==> src/rtl/taskvec_predictor.sv <==
module taskvec_predictor #(
  parameter int NELEM = 4,
  parameter int AW    = 32,
  parameter int DW    = 16,
  parameter int DICT  = 8,
  parameter int HLEN  = 3
) (
  input  logic                  clk,
  input  logic                  rst_n,
  input  logic                  task_start,
  input  logic                  done_valid,
  input  logic [NELEM*AW-1:0]   done_addrs,
  input  logic [NELEM*DW-1:0]   done_diff,
  output logic                  pred_done,
  output logic                  pred_hit,
  output logic                  pf_valid,
  output logic [$clog2(NELEM)-1:0] pf_idx,
  output logic [AW-1:0]         pf_addr
);
  localparam int IDW    = $clog2(DICT);
  localparam int HW     = IDW * HLEN;
  localparam int TDEPTH = 1 << HW;
  localparam int EW     = $clog2(NELEM);

  logic [NELEM*DW-1:0] dvec [DICT];
  logic [DICT-1:0]     dval;
  logic [IDW-1:0]      rr;
  logic [NELEM*AW-1:0] prev;
  logic [TDEPTH-1:0]   tval;
  logic [IDW-1:0]      tid [TDEPTH];
  logic [HW-1:0]       hist;
  logic                busy;
  logic [EW-1:0]       idx;
  logic [IDW-1:0]      pid;

  logic                mfound;
  logic [IDW-1:0]      mid;
  logic [IDW-1:0]      new_id;
  logic [DW-1:0]       sel_diff;
  logic [AW-1:0]       sel_prev;

  always_comb begin
    mfound = 1'b0;
    mid    = '0;
    for (int d = DICT - 1; d >= 0; d--) begin
      if (dval[d] && dvec[d] == done_diff) begin
        mfound = 1'b1;
        mid    = IDW'(d);
      end
    end
  end

  assign new_id   = mfound ? mid : rr;
  assign sel_diff = dvec[pid][int'(idx)*DW +: DW];
  assign sel_prev = prev[int'(idx)*AW +: AW];
  assign pf_addr  = sel_prev + {{(AW-DW){sel_diff[DW-1]}}, sel_diff};
  assign pf_valid = busy;
  assign pf_idx   = idx;

  always_ff @(posedge clk) begin
    if (!rst_n) begin
      dval      <= '0;
      rr        <= '0;
      prev      <= '0;
      tval      <= '0;
      hist      <= '0;
      busy      <= 1'b0;
      idx       <= '0;
      pid       <= '0;
      pred_done <= 1'b0;
      pred_hit  <= 1'b0;
    end else begin
      pred_done <= task_start;
      if (task_start) begin
        pred_hit <= tval[hist];
        busy     <= tval[hist];
        pid      <= tid[hist];
        idx      <= '0;
      end else if (busy) begin
        if (idx == EW'(NELEM - 1)) busy <= 1'b0;
        else idx <= idx + 1'b1;
      end
      if (done_valid) begin
        tval[hist] <= 1'b1;
        hist       <= HW'({hist, new_id});
        prev       <= done_addrs;
        if (!mfound) begin
          dval[rr] <= 1'b1;
          rr       <= (rr == IDW'(DICT - 1)) ? '0 : rr + 1'b1;
        end
      end
    end
  end

  always_ff @(posedge clk) begin
    if (done_valid) begin
      tid[hist] <= new_id;
      if (!mfound) dvec[rr] <= done_diff;
    end
  end
endmodule

==> config.mk <==
export PLATFORM = sky130hd
export DESIGN_NAME = taskvec_predictor
export DESIGN_NICKNAME = d
export VERILOG_FILES = /design/src/rtl/taskvec_predictor.sv
export SDC_FILE = /design/constraint.sdc
export NUM_CORES = 2
export LEC_CHECK = 0
export ABC_CLOCK_PERIOD_IN_PS = 13000
export BUFFER_PORTS_ARGS = -buffer_cell sky130_fd_sc_hd__buf_2
export CAP_MARGIN = 20
export CORE_ASPECT_RATIO = 0.7
export CORE_MARGIN = 2
export CORE_UTILIZATION = 40
export DETAILED_ROUTE_END_ITERATION = 16
export SLEW_MARGIN = 20
export SYNTH_ARGS = -nofsm -noshare
export SYNTH_HDL_FRONTEND = slang
export SYNTH_SLANG_ARGS = --single-unit
==> constraint.sdc <==
create_clock -name clk -period 13 [get_ports clk]
set_input_delay 1.95 -clock clk [delete_from_list [all_inputs] [get_ports clk]]
set_output_delay 1.95 -clock clk [all_outputs]
set_load 0.1 [all_outputs]
# Yosys cells after proc, flatten, opt, wreduce, memory -nomap -nowiden
# Memory sizes are Yosys's and may differ from the RTL's. A register that Yosys moved wholly into a read port is not among the register bits.
# Cells that the tools add are included.
[classes] n_eq_ne=10 n_bitwise=5 mux=32 n_lt_le_gt_ge=4 n_shift=2 add_sub_neg=3 reduce_logical=14
[ops] op="== test 64 bit" n=8
[ops] op="bitwise OR 512 bit" n=1
[ops] op="variable part select 128 x 8 -> 32 bit" n=1
[ops] op="variable part select 64 x 7 -> 16 bit" n=1
[ops] op="adder 32 bit" n=1
[ops] op="two-way mux 3 bit" n=10
[ops] op="two-way mux 1 bit" n=19
[ops] op="logical AND 1 bit" n=10
[ops] op="< comparator 9 x 10 -> 1 bit, second input constant" n=1
[ops] op="binary-select mux 1 bit (select 9 bit)" n=1
[ops] op="demux 1 bit (select 9 bit)" n=1
[ops] op=">= comparator 9 x 1 -> 1 bit, second input constant" n=1
[ops] op="bitwise OR 8 bit" n=1
[ops] op="< comparator 3 x 4 -> 1 bit, second input constant" n=1
[ops] op="AND reduction 2 bit" n=2
[ops] op="adder 3 x 1 -> 3 bit, second input constant" n=1
[ops] op="demux 1 bit (select 3 bit)" n=1
[ops] op="== test 3 bit, second input constant" n=1
[ops] op=">= comparator 3 x 1 -> 1 bit, second input constant" n=1
[ops] op="inverter 1 bit" n=3
[ops] op="adder 2 x 1 -> 2 bit, second input constant" n=1
[ops] op="== test 2 bit, second input constant" n=1
[ops] op="OR reduction 2 bit" n=1
[ops] op="logical NOT 1 bit" n=1
[word_totals] word_cells=81 memories=2 mem_bits_rw=2048 output_inout_bits=37 inputBits=196 ff_bits=665
[memory_table] memory="tid" depth=512 word_bits=3 rd=1 rd_clocked_by_memory_dff=1 wr=1 line_no="30" text="logic [IDW-1:0] tid [TDEPTH];"
[memory_table] memory="dvec" depth=8 word_bits=64 rd=9 rd_clocked_by_memory_dff=0 wr=1 line_no="25" text="logic [NELEM*DW-1:0] dvec [DICT];"

# Longest topological paths before layout
[depth] word_depth=13 depth_mapped=17 depth_no_buf=15

# Least setup slack after synthesis
# Ideal clock, no wire load.
[synth_path] path_kind="input to register" startpoint="input port done_diff[0]" endpoint="memory tid[0][2] in the netlist's numbering, data pin" arrival_ns=10.070 path_stages=8 required_ns=11.497 setup_slack_ns=1.427 n_path_buf=1 cell_sequence="clkbuf_1 xor2_1 or4_1 or4_1 nor4_1 a22oi_1 nand2b_1 o21a_1"
[synth_between] elab_chain_len=11 elab_cells_between_ends=33 cone_classes="eq/ne (8); mux (17); reduce/logical (8)"
[synth_lines] element="start, declared" line_no="13" text="input logic [NELEM*DW-1:0] done_diff,"
[synth_lines] element="== test 64 bit" line_no="46" text="if (dval[d] && dvec[d] == done_diff) begin"
[synth_lines] element="logical AND 1 bit" line_no="46"
[synth_lines] element="two-way mux 3 bit / two-way mux 1 bit (equally long branches) (8 in series)" line_no="46"
[synth_lines] element="two-way mux 3 bit *" line_no="53" text="assign new_id = mfound ? mid : rr;"
[synth_lines] element="via new_id[2]" line_no="38" text="logic [IDW-1:0] new_id;"
[synth_lines] element="end, declared" line_no="30"
# Mark *: on every way through the listed nets, which the timed path passes. The rest lies on a longest branch.

# Worst setup path after layout
[layout_path] startpoint="register pid[0] (read register of tid)" endpoint="output port pf_addr[24]"
[layout_between] elab_chain_len=3
[layout_lines] element="start, declared" line_no="34" text="logic [IDW-1:0] pid;"
[layout_lines] element="memory (8 x 64 bit)"
[layout_lines] element="variable part select 64 x 7 -> 16 bit" line_no="54" text="assign sel_diff = dvec[pid][int'(idx)*DW +: DW];"
[layout_lines] element="adder 32 bit" line_no="56" text="assign pf_addr = sel_prev + {{(AW-DW){sel_diff[DW-1]}}, sel_diff};"
[layout_lines] element="end, declared" line_no="18" text="output logic [AW-1:0] pf_addr"
# Every way passes these cells.

==> flow_summary.yaml <==
place:
  dpl.hpwl_mm: 287.7
  numPortBuffers: 232
  place.gp.congestion: 1.098
  placed_area_mm2: 0.1206
clocking:
  cts_tree: "done"
  root_buffer: "clkbuf_16"
  cts_repair_resize_count: 0
  holdBufCountCts: 0
  postcts_setup_bufs: 0
  cts_made_buffers: 273
  worstSkewPairLatency_ps: 900
  cts.sinks: 2716
  cts.htree.levels: 5
  clock_slew_seen_by_the_registers_of_the_worst_setup_and_hold_paths_ps: 60
  cts-root-to-sink-buffers: 4
floorplan:
  dieHeight_um: 452.6
  initial_utilization_pct: 40.26
  core_footprint_mm2: 0.2856
  die-width_um: 644.9
  placementRows: 164
  floorplan.die_area_mm2: 0.2919
  ios: 233
sta:
  timing.final.setup_violations: 0
  fin_skew_ps: 106.6
  totalNegativeSetupSlack_ps: 0
  period_needed_ps: 9162
  worst_pin_slew_ps: 1425
  timing_max_transition_violations_final: 0
  period_share_pct: 70.48
  max_freq_ghz: 0.1091
  rsz0062_at_grt: "false"
  number_of_hold_slack_violations_in_the_final_timing_report: 0
  normalized_max_slew_margin_pct: 4.129
detailed_routing:
  finalWirelength_mm: 415.1
  drt-wirelength-per-cell_um: 36.41
  final_routed_drc_violation_total: 0
  drt.antenna.violating_nets: 0
  route.detailed.vias_per_inst: 6.228
  drtPass1Iterations: 8
  drtIter0Drc: 10900
  num_vias: 71020
logic_synthesis:
  avg_inst_size_synth_um2: 16.04
  number_of_flops_mapped_to_enable_cells_by_yosys: 2048
  synth.cell_area_mm2: 0.1150
  yosys_warnings: 0
  mappedNetlistNets: 7400
  seq_area_frac_synth_pct: 65.11
  netlist_cell_types: 82
  async_reset_ff_share_pct: 0
  synthesized_instance_count: 7169
  synth_seq_cells: 2716
  dominantRegCellSynth: "edfxtp_1"
finish:
  finish.instance_area_mm2: 0.1295
  design.final.nets: 7577
  syn2layout_area_growth_pct: 12.61
  fillerInstances: 24870
  layout_common_cells: "2048 x edfxtp_1, 732 x mux4_2, 659 x dfxtp_1"
  most_common_cell_after_layout_fill_and_taps_aside: "edfxtp_1"
  final_layout_size_suffix_gt1_share_pct: 20.85
hold_path:
  hp-class: "reg -> reg"
pwr:
  sw_frac_of_total_pct: 24.98
  vdd_ir_drop_max_v: 0.0001177
  clock_power_share_pct: 41.1
  comb_power_share_pct: 9.5
  p_int_uw: 14400
  pwr_density_cell_mw_per_mm2: 148.2
  switchingPower_uw: 4796
  leak_pwr_uw: 0.04136
  p_seq_share_pct: 49.4
global_route:
  grtUsageTotal_pct: 27.88
  grt_start_max_net_pins: 237
  grt_antenna_before_repair: 58
  grt_pass1_wl_mm: 563.3
  gr-total-overflow: 0
  first_global_vias: 66850
run_status:
  outcome: "finished, final reports clean"
setup_path:
  startpoint_type: "flip-flop"
  critPathKind: "reg -> out"
  arrival_ps: 7210
  timing.critical_path.to_type: "output port"
  crit_path_max_fanout: 96
  timing.critical_path.required_ps: 11050
flow_run:
  drv_cap: 0
## logic make-up (layout without fill, tap and decap cells)
group                      Yosys count  count (layout)  share of synthesized area (%)
AOI/OAI and AO/OA                  876             876                          5.657
xor gates and xnor gates           417             417                          3.183
adders and majority gates           35              35                         0.3874
buffers and inverters              544             935                          1.910
DFF                               2716            2716                          65.11
muxes                             1023            1023                          16.89
other                                0              24                              0
and+or+nand+nor                   1558            1558                          6.867
## path summary, 6_finish.rpt
kind,startpoint,end,slack (ps),cells after the start
min reg2reg,tval[18],tval[18],460,1
min,tval[18],tval[18],460,1
max reg2reg,dvec[7][59],tid[440][0],6810,9
max,pid[0],pf_addr[24],3840,15
## Yosys cell counts (all sizes together) (72+ instances only)
library cell	instances	share of area [%]
buf	157	0.63
clkbuf	312	1.0
dfxtp	668	12
edfxtp	2048	53
inv	72	0.24
mux2i	274	2.4
mux4	732	14
nand2	145	0.47
nand2b	162	0.88
nand3	98	0.43
nand4	161	0.88
nor2	599	2.0
nor2b	177	0.96
o21a	519	3.4
xnor2	324	2.5
xor2	93	0.71
## worst max-delay path, stage by stage, from the launching register on
cell and delay, ps:
dfxtp_4 370, buf_12 560, buf_4 720, mux4_2 590
mux4_2 500, mux2_2 320, fa_1 430, a211oi_1 410
nor4_1 130, o31ai_1 430, nand3_1 280, o21ai_0 360
o21bai_1 110, a21oi_1 180, xnor2_1 200, buf_2 490
## cell type report
type | instances | area (µm²) | share of cell area (%)
Antenna cell | 24 | 60.06 | 0.04638
Clock buffer | 372 | 7667 | 5.921
Clock inverter | 117 | 1064 | 0.8213
Inverter | 74 | 277.8 | 0.2145
Multi-Input combinational cell | 3909 | 38310 | 29.59
Sequential cell | 2716 | 74900 | 57.84
Tap cell | 3818 | 4777 | 3.689
Timing Repair Buffer | 372 | 2437 | 1.882
## power groups by stage
stage | Sequential (µW) | Combinational [µW] | Clock [µW]
final | 9480 | 1820 | 7900
after global routing | 9470 | 1870 | 8330
after CTS | 9470 | 1760 | 7990
after detailed placement | 9660 | 1760 | 0
after global placement | 9660 | 1760 | 0
after floorplan | 9680 | 1110 | 0
## sequential cells by signal, summed over array words and instances, names as in the netlist
name	flops
pid	3
pf_idx	2
rr	3
dvec	512
pf_valid	1
hist	9
dval	8
tval	512
pred_hit	1
tid	1536
prev	128
pred_done	1
## per-layer routing
layer / vias up / share of wire [%] / GRT usage [%]
li1: 28480 / - / -
met1: 37380 / 44 / 42.36
met2: 4539 / 38 / 35.26
met3: 579 / 15 / 13.14
met4: 34 / 2.4 / 6.154
met5: - / 0.24 / 1.898
## through the flow
stage | setup slack [ps] | std cells | hold WS (ps) | total power, µW | util [%]
2_1_floorplan | 1427 | 7169 | 435.4 | 10790 | -
3_3_place_gp | 4737 | 10890 | 440.2 | 11410 | 42.20
3_5_place_dp | 4808 | 10890 | 447.6 | 11420 | 42.22
4_1_cts | 3830 | 11380 | 461.6 | 19230 | 45.28
5_1_grt | 3411 | 11390 | 469.7 | 19670 | 45.32
6_report | 3838 | 11400 | 458.9 | 19200 | 45.34
Note: power is estimated with default switching activity, not from simulation.
